## src/rtl/fcm_pkg.sv

```systemverilog
package fcm_pkg;

  typedef enum logic [1:0] {
    OP_EQ = 2'd0,
    OP_NE = 2'd1,
    OP_GE = 2'd2,
    OP_GT = 2'd3
  } cmpOp_e;

  // Classification and raw ordering reported by the datapath
  typedef struct packed {
    logic aNan;
    logic aSnan;
    logic bNan;
    logic bSnan;
    logic eq;
    logic gt;
  } cmpStatus_t;

  // Strobes from control to datapath
  typedef struct packed {
    logic capture;
    logic maskTrue;
  } dpStrobe_t;

endpackage

```

## src/rtl/fcm_datapath.sv

```systemverilog
module fcm_datapath
  import fcm_pkg::*;
#(
  parameter int REG_W = 128,
  parameter int DW_W  = 64,
  parameter int EXP_W = 11
) (
  input  logic             clk,
  input  logic             rst,
  input  logic [REG_W-1:0] srcA,
  input  logic [REG_W-1:0] srcB,
  input  dpStrobe_t        strobe,
  output cmpStatus_t       status,
  output logic [REG_W-1:0] result
);

  localparam int FRAC_W = DW_W - 1 - EXP_W;
  localparam int QBIT   = FRAC_W - 1;
  localparam int LANES  = REG_W / DW_W;
  localparam int MAG_W  = DW_W - 1;

  logic [DW_W-1:0]  opnd [2];
  logic [MAG_W-1:0] mag  [2];
  logic [1:0]       sgn;
  logic [1:0]       isNan;
  logic [1:0]       isSnan;
  logic [1:0]       isZero;

  // doubleword 0 sits in the upper half of each source
  assign opnd[0] = srcA[REG_W-1 -: DW_W];
  assign opnd[1] = srcB[REG_W-1 -: DW_W];

  generate
    for (genvar k = 0; k < 2; k++) begin : g_cls
      logic [EXP_W-1:0]  expF;
      logic [FRAC_W-1:0] fracF;
      assign expF      = opnd[k][DW_W-2 -: EXP_W];
      assign fracF     = opnd[k][FRAC_W-1:0];
      assign sgn[k]    = opnd[k][DW_W-1];
      assign mag[k]    = opnd[k][MAG_W-1:0];
      assign isNan[k]  = (&expF) && (|fracF);
      assign isSnan[k] = isNan[k] && !fracF[QBIT];
      assign isZero[k] = ~|mag[k];
    end
  endgenerate

  logic bothZero;
  logic magEq;
  logic magGt;
  logic magLt;
  logic eqRaw;
  logic gtRaw;

  always_comb begin
    bothZero = isZero[0] && isZero[1];
    magEq    = (mag[0] == mag[1]);
    magGt    = (mag[0] > mag[1]);
    magLt    = (mag[0] < mag[1]);
    eqRaw    = bothZero || ((sgn[0] == sgn[1]) && magEq);
    if (bothZero)              gtRaw = 1'b0;
    else if (sgn[0] != sgn[1]) gtRaw = !sgn[0];
    else if (!sgn[0])          gtRaw = magGt;
    else                       gtRaw = magLt;
  end

  always_comb begin
    status.aNan  = isNan[0];
    status.aSnan = isSnan[0];
    status.bNan  = isNan[1];
    status.bSnan = isSnan[1];
    status.eq    = eqRaw;
    status.gt    = gtRaw;
  end

  // one register slice per doubleword lane; only the top lane carries the mask
  generate
    for (genvar l = 0; l < LANES; l++) begin : g_lane
      always_ff @(posedge clk) begin
        if (rst) begin
          result[l*DW_W +: DW_W] <= '0;
        end else if (strobe.capture) begin
          if (l == LANES - 1) result[l*DW_W +: DW_W] <= {DW_W{strobe.maskTrue}};
          else                result[l*DW_W +: DW_W] <= '0;
        end
      end
    end
  endgenerate


  mask_shape_chk: assert property (@(posedge clk) disable iff (rst)
    (result[REG_W-DW_W-1:0] == '0) &&
    ((result[REG_W-1 -: DW_W] == '0) || (&result[REG_W-1 -: DW_W])));

endmodule

```

## src/rtl/fcm_control.sv

```systemverilog
module fcm_control
  import fcm_pkg::*;
(
  input  logic       clk,
  input  logic       rst,
  input  logic       inValid,
  input  logic [1:0] op,
  input  logic       excEnable,
  input  cmpStatus_t status,
  output dpStrobe_t  strobe,
  output logic       outValid,
  output logic       writeEn,
  output logic       flagSnan,
  output logic       flagInvCmp
);

  cmpOp_e opc;
  logic   anyNan;
  logic   snanSeen;
  logic   qnanSeen;
  logic   ordered;
  logic   cmpTrue;
  logic   invCmpNow;
  logic   suppress;

  always_comb begin
    opc      = cmpOp_e'(op);
    anyNan   = status.aNan || status.bNan;
    snanSeen = status.aSnan || status.bSnan;
    qnanSeen = (status.aNan && !status.aSnan) || (status.bNan && !status.bSnan);
    ordered  = (opc == OP_GE) || (opc == OP_GT);
    unique case (opc)
      OP_EQ:   cmpTrue = !anyNan && status.eq;
      OP_NE:   cmpTrue = anyNan || !status.eq;
      OP_GE:   cmpTrue = !anyNan && (status.eq || status.gt);
      OP_GT:   cmpTrue = !anyNan && status.gt;
      default: cmpTrue = 1'b0;
    endcase
    invCmpNow = ordered && (snanSeen ? !excEnable : qnanSeen);
    suppress  = excEnable && (snanSeen || invCmpNow);
  end

  always_comb begin
    strobe.capture  = inValid;
    strobe.maskTrue = cmpTrue;
  end

  always_ff @(posedge clk) begin
    if (rst) begin
      outValid   <= 1'b0;
      writeEn    <= 1'b0;
      flagSnan   <= 1'b0;
      flagInvCmp <= 1'b0;
    end else begin
      outValid   <= inValid;
      writeEn    <= inValid && !suppress;
      flagSnan   <= inValid && snanSeen;
      flagInvCmp <= inValid && invCmpNow;
    end
  end


  valid_latency_chk: assert property (@(posedge clk) disable iff (rst)
    inValid |=> outValid);


  quiet_when_idle_chk: assert property (@(posedge clk) disable iff (rst)
    !outValid |-> !(writeEn || flagSnan || flagInvCmp));


  snan_flag_chk: assert property (@(posedge clk) disable iff (rst)
    (inValid && (status.aSnan || status.bSnan)) |=> flagSnan);


  unordered_no_vxc_chk: assert property (@(posedge clk) disable iff (rst)
    (inValid && !op[1]) |=> !flagInvCmp);


  write_block_chk: assert property (@(posedge clk) disable iff (rst)
    (inValid && excEnable) |=> !(writeEn && (flagSnan || flagInvCmp)));

endmodule

```

## src/rtl/fp64_cmp_mask.sv

```systemverilog
module fp64_cmp_mask
  import fcm_pkg::*;
#(
  parameter int REG_W = 128,
  parameter int DW_W  = 64,
  parameter int EXP_W = 11
) (
  input  logic             clk,
  input  logic             rst,
  input  logic             inValid,
  input  logic [1:0]       op,
  input  logic             excEnable,
  input  logic [REG_W-1:0] srcA,
  input  logic [REG_W-1:0] srcB,
  output logic             outValid,
  output logic [REG_W-1:0] result,
  output logic             writeEn,
  output logic             flagSnan,
  output logic             flagInvCmp
);

  cmpStatus_t cmpStatus;
  dpStrobe_t  dpStrobe;

  fcm_datapath #(
    .REG_W(REG_W),
    .DW_W (DW_W),
    .EXP_W(EXP_W)
  ) u_datapath (
    .clk   (clk),
    .rst   (rst),
    .srcA  (srcA),
    .srcB  (srcB),
    .strobe(dpStrobe),
    .status(cmpStatus),
    .result(result)
  );

  fcm_control u_control (
    .clk       (clk),
    .rst       (rst),
    .inValid   (inValid),
    .op        (op),
    .excEnable (excEnable),
    .status    (cmpStatus),
    .strobe    (dpStrobe),
    .outValid  (outValid),
    .writeEn   (writeEn),
    .flagSnan  (flagSnan),
    .flagInvCmp(flagInvCmp)
  );

endmodule

```

## config.mk

```make
export PLATFORM = sky130hd
export DESIGN_NAME = fp64_cmp_mask
export DESIGN_NICKNAME = d
export VERILOG_FILES = /design/src/rtl/fcm_pkg.sv /design/src/rtl/fcm_datapath.sv /design/src/rtl/fcm_control.sv /design/src/rtl/fp64_cmp_mask.sv
export SDC_FILE = /design/constraint.sdc
export NUM_CORES = 1
export LEC_CHECK = 0
export BUFFER_PORTS_ARGS = -buffer_cell sky130_fd_sc_hd__buf_2
export CAP_MARGIN = 20
export CORE_AREA = 2 2 153 155
export DETAILED_ROUTE_END_ITERATION = 8
export DIE_AREA = 0 0 155 157
export GPL_ROUTABILITY_DRIVEN = 0
export SKIP_CTS_REPAIR_TIMING = 1
export SLEW_MARGIN = 20
export SYNTH_ARGS = -nofsm -noshare
export SYNTH_HDL_FRONTEND = slang
export SYNTH_SLANG_ARGS = --single-unit
```

## constraint.sdc

```tcl
create_clock -name clk -period 3.2 [get_ports clk]
set_input_delay 0.32 -clock clk [delete_from_list [all_inputs] [get_ports clk]]
set_output_delay 0.32 -clock clk [all_outputs]
set_load 0.01 [all_outputs]
```

# [Word level (Yosys, flattened, before mapping)]
# Index checks and enable logic that the tools add are counted.
[op_classes] n_mux=5 magnitude_cmp=2 reduce_logical=42 n_eq_ne=6
[ops] operator="63-bit OR reduction" n=2
[ops] operator="52-bit OR reduction" n=2
[ops] operator="63-bit == test" n=1
[ops] operator="63-bit greater-than comparator" n=1
[ops] operator="63-bit < comparator" n=1
[ops] operator="11-bit AND reduction" n=2
[ops] operator="1-bit logical AND" n=16
[ops] operator="1-bit logical NOT" n=11
[ops] operator="1-bit logical OR" n=8
[ops] operator="2-bit == test (second input constant)" n=2
[ops] operator="1-bit two-way mux" n=4
[ops] operator="1-bit case mux with 4 select lines" n=1
[ops] operator="2-bit by 1-bit == test with 1-bit output (second input constant)" n=1
[ops] operator="2-bit logical NOT" n=1
[ops] operator="1-bit == test" n=1
[ops] operator="1-bit != test" n=1
[word_totals] in_bits=262 wordCells=60 register_bits=5 out_inout_bits=132

# [Logic depth before layout (Yosys ltp)]
# Gate-level depths: netlist of run 1.
[depth] depth_word=12 depth_mapped=10 ltp_nobuf=10

# [Modules after synthesis]
# A second synthesis of run 1 with hierarchy kept.
[hier_totals] hier_cells=457 hier_area_um2=3249.4
[modules_own_cells] mod="fcm_datapath" instances=1 cells_per_inst=435 seq_area_each_um2=20.0 area_per_inst_um2=3055.4
[modules_own_cells] mod="fcm_control" instances=1 cells_per_inst=22 seq_area_each_um2=80.1 area_per_inst_um2=193.9

# [Worst setup path after synthesis of run 1]
# OpenSTA, ideal clock, no wires.
[synth_path] path_kind="input -> register" start="input srcB[125]" end="register u_datapath.result[64] (netlist name)" required_ns=3.127 arrival_time_ns=2.239 path_buffers=0 path_stages=10 slack_ns=0.889 setup_ns=0.073 cell_sequence="inv_1 -> ha_1 -> nand4_1 -> nor4_2 -> nand4_2 -> or3_1 -> a221oi_2 -> mux2i_1 -> a22oi_1 -> o21ai_1"
[synth_via] elab_chain_len=7 word_cells_on_any_way=22 cone_classes="2 x order compare; 1 x eq/ne; 4 x mux; 15 x reduce/logical"
[synth_lines] element="start: declaration" line="fp64_cmp_mask.sv:14" source="input logic [REG_W-1:0] srcB,"
[synth_lines] element="63-bit greater-than comparator (tied with other cells)" line="fcm_datapath.sv:57" source="magGt = (mag[0] > mag[1]);"
[synth_lines] element="1-bit two-way mux or 1-bit logical NOT (tied branches)" line="fcm_datapath.sv:62, fcm_datapath.sv:43"
[synth_lines] element="1-bit two-way mux or 1-bit logical AND (tied branches)" line="fcm_datapath.sv:61, fcm_datapath.sv:55"
[synth_lines] element="1-bit two-way mux or 1-bit logical OR (tied branches)" line="fcm_datapath.sv:60, fcm_datapath.sv:59"
[synth_lines] element="1-bit logical OR or 1-bit logical NOT (tied branches)" line="fcm_control.sv:35, fcm_control.sv:34"
[synth_lines] element="1-bit logical AND or 1-bit logical OR (tied branches)" line="fcm_control.sv:35, fcm_control.sv:34"
[synth_lines] element="1-bit case mux with 4 select lines *" line="fcm_control.sv:32" source="unique case (opc)"
# Every way passes the cells marked *; elsewhere a longest branch is shown, timed or not.
# A chain may end at the register's enable or synchronous reset.

# [Worst setup path after layout of run 1]
[layout_path] start="input srcB[93]" end="register u_datapath.result[64] (netlist name)"
[layout_via] elab_chain_len=7 word_cells_on_any_way=22 cone_classes="2 x order compare; 1 x eq/ne; 4 x mux; 15 x reduce/logical"
[layout_lines] element="63-bit greater-than comparator (tied with other cells)" line="fcm_datapath.sv:57"
[layout_lines] element="1-bit two-way mux or 1-bit logical NOT (tied branches)" line="fcm_datapath.sv:62, fcm_datapath.sv:43"
[layout_lines] element="1-bit two-way mux or 1-bit logical AND (tied branches)" line="fcm_datapath.sv:61, fcm_datapath.sv:55"
[layout_lines] element="1-bit two-way mux or 1-bit logical OR (tied branches)" line="fcm_datapath.sv:60, fcm_datapath.sv:59"
[layout_lines] element="1-bit logical OR or 1-bit logical NOT (tied branches)" line="fcm_control.sv:35, fcm_control.sv:34"
[layout_lines] element="1-bit logical AND or 1-bit logical OR (tied branches)" line="fcm_control.sv:35, fcm_control.sv:34"
[layout_lines] element="1-bit case mux with 4 select lines *" line="fcm_control.sv:32"
# Marks and branches as above.

==> results of run 1 <==
-- sequential cells by signal, summed over array words and instances (netlist names) --
signal                cells
u_control.writeEn         1
u_control.outValid        1
u_control.flagInvCmp      1
u_control.flagSnan        1
u_datapath.result         1
-- cells in the final DEF, fill, tap and decap left out, types with 2 or more instances in the layout --
cell	n
sky130_fd_sc_hd__clkbuf_16	3
sky130_fd_sc_hd__nor3_1	4
sky130_fd_sc_hd__inv_1	66
sky130_fd_sc_hd__conb_1	64
sky130_fd_sc_hd__nand2_1	20
sky130_fd_sc_hd__a21oi_1	26
sky130_fd_sc_hd__a22oi_1	2
sky130_fd_sc_hd__nand3_1	10
sky130_fd_sc_hd__nor2b_1	4
sky130_fd_sc_hd__nor2_1	9
sky130_fd_sc_hd__ha_1	63
sky130_fd_sc_hd__a21o_1	5
sky130_fd_sc_hd__o211ai_1	2
sky130_fd_sc_hd__buf_4	6
sky130_fd_sc_hd__nand4_1	21
sky130_fd_sc_hd__nor4_1	34
sky130_fd_sc_hd__buf_2	201
sky130_fd_sc_hd__dfxtp_1	5
sky130_fd_sc_hd__nand4_2	4
sky130_fd_sc_hd__o21ai_0	7
sky130_fd_sc_hd__nand2b_1	2
sky130_fd_sc_hd__a211oi_1	3
-- cells in the mapped netlist (2+ instances only) --
library cell	number	area share, %
sky130_fd_sc_hd__buf_4	127	30
sky130_fd_sc_hd__inv_1	66	7.9
sky130_fd_sc_hd__ha_1	63	25
sky130_fd_sc_hd__nor4_1	34	6.8
sky130_fd_sc_hd__a21oi_1	26	4.1
sky130_fd_sc_hd__nand4_1	21	4.2
sky130_fd_sc_hd__nand2_1	20	2.4
sky130_fd_sc_hd__nand3_1	10	1.6
sky130_fd_sc_hd__nor2_1	9	1.1
sky130_fd_sc_hd__o21ai_0	7	1.1
sky130_fd_sc_hd__a21o_1	5	1.2
sky130_fd_sc_hd__dfxtp_1	5	3.2
sky130_fd_sc_hd__nand4_2	4	1.6
sky130_fd_sc_hd__nor2b_1	4	0.80
sky130_fd_sc_hd__nor3_1	4	0.64
sky130_fd_sc_hd__a211oi_1	3	0.72
sky130_fd_sc_hd__a22oi_1	2	0.48
sky130_fd_sc_hd__nand2b_1	2	0.40
sky130_fd_sc_hd__o211ai_1	2	0.48
-- through the flow --
step	utilization [%]	cell area (um^2)	total power [mW]	std cells
global route	17.36	3906	0.8220	866
detailed placement	17.01	3827	0.5473	862
finish	17.36	3906	0.7478	866
global placement	17.01	3827	0.5419	862
floorplan	-	3373	0.4630	497
CTS	17.36	3906	0.7591	866
-- cells by family (layout without fill, tap and decap cells) --
kind of cell	after synthesis	in the layout	share of synthesized area [%]
multiplexers	1	1	0.3191
other	1	64	0.1196
buffers and inverters	193	277	38.29
AO/OA/AOI/OAI	56	56	11.25
adder cells (fa/ha/maj)	63	63	25.13
flip-flops	5	5	3.191
AND/OR/NAND/NOR	114	114	21.42
XOR/XNOR	1	1	0.2793
-- cell type report --
class	count	share of cell area [%]
Tap cell	285	9.129
Clock buffer	4	2.018
Multi-Input combinational cell	299	53.04
Inverter	66	6.342
Timing Repair Buffer	207	26.91
Sequential cell	5	2.562
-- worst max-delay path, stage by stage --
cell and delay (ns):
sky130_fd_sc_hd__buf_2 0.12, sky130_fd_sc_hd__inv_1 0.06, sky130_fd_sc_hd__ha_1 0.32, sky130_fd_sc_hd__nand4_2 0.15, sky130_fd_sc_hd__nor4_1 0.40, sky130_fd_sc_hd__nand4_2 0.19, sky130_fd_sc_hd__or3_1 0.39, sky130_fd_sc_hd__a221oi_2 0.38
sky130_fd_sc_hd__mux2i_1 0.13, sky130_fd_sc_hd__a22oi_1 0.19, sky130_fd_sc_hd__o21ai_1 0.08
-- power by group through the flow --
stage | sequential (mW) | clock [mW] | combinational [mW]
final | 0.0659 | 0.205 | 0.477
after global routing | 0.0659 | 0.214 | 0.542
after CTS | 0.0659 | 0.210 | 0.483
after detailed placement | 0.0668 | 0 | 0.481
after global placement | 0.0667 | 0 | 0.475
after floorplan | 0.0809 | 0 | 0.382
-- how the worst max path moves through the flow --
| stage | depth (start not counted) | slack, ns | to |
|---|---|---|---|
| after global placement | 11 | 0.29 | u_datapath.result[64] |
| after CTS | 12 | 0.55 | u_datapath.result[64] |
| after global routing | 12 | 0.37 | u_datapath.result[64] |
| after detailed placement | 12 | 0.30 | u_datapath.result[64] |
| after floorplan | 10 | 0.89 | u_datapath.result[64] |
| final | 11 | 0.58 | u_datapath.result[64] |
-- routing by layer --
| metal | vias to the layer above | wire length (um) | GRT usage, % |
|---|---|---|---|
| li1 | 1629 | - | - |
| met4 | 0 | 48 | 0.8818 |
| met2 | 174 | 5016 | 14.22 |
| met5 | - | 0 | 0 |
| met1 | 1374 | 5643 | 12.41 |
| met3 | 4 | 892 | 1.074 |
==> impl_metrics.tcl, run 1 <==
set metrics [dict create \
    final_nets 907 \
    seq_area_frac_synth_pct 3.191 \
    multiInputGateArea_um2 2072 \
    reg2reg_from "u_datapath.result[64]" \
    critical_path_peak_fanout 4 \
    fin_setup_tns_ns 0 \
    fin_skew_ns 0 \
    worstSetupStartpointType "input port" \
    slew_viol_final 0 \
    cp.arrival_ns 2.72 \
    antenna_found_initial 0 \
    min_path_type "in2reg" \
    leakagePower_nw 2.289 \
    final.fill_count 2553 \
    detail_route.first_pass.iterations 4 \
    area.sequential_um2 100.1 \
    max_slew_margin_pct 46.55 \
    total_die_area_um2 24340 \
    avgSynthCellArea_um2 7.228 \
    cap_violations 0 \
    grt_setup_unrepaired "no" \
    grt_pass1_wl_mm 15.84 \
    worst_slack_ns 0.5849 \
    hold_path_depth 2 \
    die-height_um 157 \
    critical_path_required_ns 3.31 \
    via_count_of_the_first_global_routing_pass 2807 \
    cts_inserted_buffers 3 \
    power.density_nw_per_um2 191.4 \
    crit_type "in2reg" \
    syn-cell-area_um2 3137 \
    cellInternalPower_uw 423.2 \
    r2r_slack_ns 2.56 \
    initial_utilization_pct 13.94 \
    buffer_ports.inserted 201 \
    via_to_cell_ratio 3.673 \
    dp_worst_setup_slack_ns 0.3019 \
    timing.final.crit_share_pct 81.72 \
    synth-edff-count 0 \
    clock_power_share_pct 27.4 \
    max_freq_mhz 382.4 \
    post_route_cells_drive_above_1_share_pct 37.87 \
    ir_drop_uv 140.0 \
    final.min_clock_period_ns 2.615 \
    io-pin-count 394 \
    total_of_flip_flops_plus_latches_after_synthesis 5 \
    clock_latency_ns 0.23 \
    cts_htree_levels 1 \
    gr-total-overflow 0 \
    rr_worst_depth 2 \
    detailedRoute.firstIterationViolations 97 \
    synth-async-reset-ratio_pct 0 \
    critical_path.endpoint_type "flop" \
    core_area_um2 22500 \
    reg2reg_to "u_datapath.result[64]" \
    die_w_um 155 \
    synthesis.yosys.warnings 0 \
    clk_transition_reported_paths_ns 0.03 \
    p_comb_share_pct 63.8 \
    report.final.setup_viol 0 \
    syn-instance-count 434 \
    clock-root-buffer "sky130_fd_sc_hd__clkbuf_16" \
    clock_tree_from_tritoncts "built" \
    hold-path-endpoint "u_control.writeEn" \
    detail_route.wirelength_mm 11.60 \
    cts_max_path_buffers 2 \
    detail_route.wl_per_cell_um 13.40 \
    placementRows 55 \
    switching_share_pct 43.41 \
    antenna_violating_nets_left 0 \
    num_antenna_cells 0 \
    synth_ff_type "sky130_fd_sc_hd__dfxtp_1" \
    power.net_switching_uw 324.6 \
    post-route-drc-count 0 \
    seq_power_share_pct 8.8 \
    cts_sinks 5 \
    dp_hpwl_mm 10.97 \
    startpoint_of_the_most_critical_hold_path "excEnable" \
    tightestPinTransition_ns 0.7944 \
    hold_violations 0 \
    area.growth.synth_to_final_pct 24.53 \
    maximum_number_of_pins_on_one_net_before_global_route_repair 65 \
    grt.total_usage_pct 8.635 \
    timing.critical_path.from "srcB[93]" \
    num_vias 3181 \
    run_status "completed" \
    synth_cell_type_count 39 \
    worst_hold_slack_ns 0.2856 \
]
Note: power is estimated with default switching activity, not from simulation.
==> run 2: changes to the inputs <==
- clock period: 3.2 -> 2.5 ns (I/O delays scaled with it)
==> impl_metrics.tcl, run 2 (synthesis gave the netlist of run 1 again) <==
set metrics [dict create \
    hold_violations 0 \
    worstPathCellList "buf_2, inv_1, ha_4, nand4_1, nor4_4, buf_4, nand4_4, or3_4, a221oi_4, mux2i_1, a22oi_1, o21ai_1" \
    slew_viol_final 0 \
    buffer_ports.inserted 201 \
    cts_max_path_buffers 2 \
    timing.final.crit_share_pct 93.98 \
    clk_transition_reported_paths_ns 0.04 \
    clock_power_share_pct 23.8 \
    clock_latency_ns 0.23 \
    cts_inserted_buffers 3 \
    post-place-cells 943 \
    dp_hpwl_mm 11.54 \
    final.min_clock_period_ns 2.350 \
    power.net_switching_uw 469.3 \
    antenna_violating_nets_left 0 \
    seq_power_share_pct 7.5 \
    grt.total_usage_pct 9.235 \
    reg2reg_to "u_datapath.result[64]" \
    die-height_um 157 \
    clock_tree_from_tritoncts "built" \
    r2r_slack_ns 1.85 \
    grt_pass1_wl_mm 17.06 \
    run_status "completed" \
    detail_route.first_pass.iterations 4 \
    leakagePower_nw 2.707 \
    instances_no_fill 948 \
    met1_length_mm 5.957 \
    post_route_cells_drive_above_1_share_pct 50.08 \
    timing.critical_path.depth 12 \
    area.growth.synth_to_final_pct 53.81 \
    cts_htree_levels 1 \
    switching_share_pct 41.73 \
    cellInternalPower_uw 655.3 \
    critical_path.endpoint_type "flop" \
    crit_type "in2reg" \
    timing.critical_path.max_delay_family "simple AND/OR/NAND/NOR gates" \
    total_die_area_um2 24340 \
    cap_violations 0 \
    tightestPinTransition_ns 0.7786 \
    antenna_found_initial 0 \
    rr_worst_depth 2 \
    post-route-drc-count 0 \
    clock-root-buffer "sky130_fd_sc_hd__clkbuf_16" \
    cts_sinks 5 \
    num_antenna_cells 0 \
    final_nets 989 \
    cp_num_buf_inv 3 \
    highest-signal-layer "met4" \
    core_area_um2 22500 \
    detail_route.wirelength_mm 12.68 \
    power.density_nw_per_um2 233.1 \
    critical_path_required_ns 2.61 \
    max_freq_mhz 425.6 \
    crit_end "u_datapath.result[64]" \
    timing.critical_path.from "srcB[85]" \
    final_design_area_no_fill_um2 4825 \
    io-pin-count 394 \
    p_comb_share_pct 68.8 \
    report.final.setup_viol 0 \
    crit_slowest_cell "sky130_fd_sc_hd__or3_4" \
    gr-total-overflow 0 \
    die_w_um 155 \
    detailedRoute.firstIterationViolations 118 \
    max_slew_margin_pct 47.61 \
    fin_skew_ns 0 \
    ir_drop_uv 159.9 \
    total_power_mw 1.125 \
    detailroute.wirelength.met3_um 844 \
    placement.cell_area_um2 4436 \
    maximum_number_of_pins_on_one_net_before_global_route_repair 65 \
    cp.arrival_ns 2.46 \
    detail_route.wl_per_cell_um 13.37 \
    mostFrequentLayoutCells "192 x sky130_fd_sc_hd__buf_2, 92 x sky130_fd_sc_hd__buf_4, 64 x sky130_fd_sc_hd__conb_1" \
    via_count_of_the_first_global_routing_pass 3163 \
    min_path_type "in2reg" \
    reg2reg_from "u_datapath.result[64]" \
    worstSetupStartpointType "input port" \
    initial_utilization_pct 13.94 \
    critical_path_peak_fanout 2 \
    placementRows 55 \
    via_to_cell_ratio 3.693 \
    cp_slowest_stage_delay_ns 0.40 \
    most_frequent_standard_cell_in_the_layout_excluding_fill_and_tap_cells "sky130_fd_sc_hd__buf_2" \
    met2WireLength_mm 5.867 \
    num_vias 3501 \
]
[run 2: changes by cell type in the layout (fill, tap and decap cells not counted), moves of 3 or more]
cell	before	now
sky130_fd_sc_hd__buf_2	201	192
sky130_fd_sc_hd__buf_4	6	92
sky130_fd_sc_hd__buf_6	0	5
sky130_fd_sc_hd__ha_1	63	47
sky130_fd_sc_hd__ha_4	0	16
sky130_fd_sc_hd__inv_1	66	56
sky130_fd_sc_hd__inv_2	0	10
sky130_fd_sc_hd__nor4_1	34	31
[run 2: area by class of cell]
| class | instances | area [um^2] |
|---|---|---|
| clock buffers | 4 | 78.83 |
| flip-flops and latches | 5 | 100.1 |
| fillers | 2492 | 17680 |
| inverters | 66 | 247.7 |
| multi-input cells | 299 | 2333 |
| well taps | 285 | 356.6 |
| repair buffers | 289 | 1708 |
[run 2: through the flow]
step	hold WS (ns)	TNS [ns]	utilization (%)	setup WS (ns)
2_1_floorplan	0.3419	0	-	0.2587
3_3_place_gp	0.4514	-0.3382	19.71	-0.2380
3_5_place_dp	0.4569	-0.2810	19.71	-0.2598
4_1_cts	0.2251	-0.05145	20.06	-0.05145
5_1_grt	0.2380	-0.03383	21.44	-0.03383
6_report	0.2285	0	21.44	0.1504
[run 2: power groups by stage]
stage	registers (mW)	clock network, mW	logic [mW]
after floorplan	0.104	0	0.489
after global placement	0.0856	0	0.714
after detailed placement	0.0855	0	0.722
after CTS	0.0844	0.269	0.725
after global routing	0.0846	0.274	0.870
final	0.0843	0.267	0.773
[run 2: worst min-delay path by stage]
stage	end	cells past startpoint	slack (ns)	startpoint
after floorplan	u_control.writeEn	1	0.34	excEnable
after global placement	u_control.writeEn	2	0.45	excEnable
after detailed placement	u_control.writeEn	2	0.46	excEnable
after CTS	u_control.writeEn	2	0.23	excEnable
after global routing	u_control.writeEn	2	0.24	excEnable
final	u_control.writeEn	2	0.23	excEnable
[run 2: per-layer routing]
metal | global-route usage (%) | vias to the layer above
li1 | - | 1796
met2 | 15.83 | 178
met3 | 1.211 | 4
met4 | 0.1764 | 0
met5 | 0 | -
met1 | 13.04 | 1523
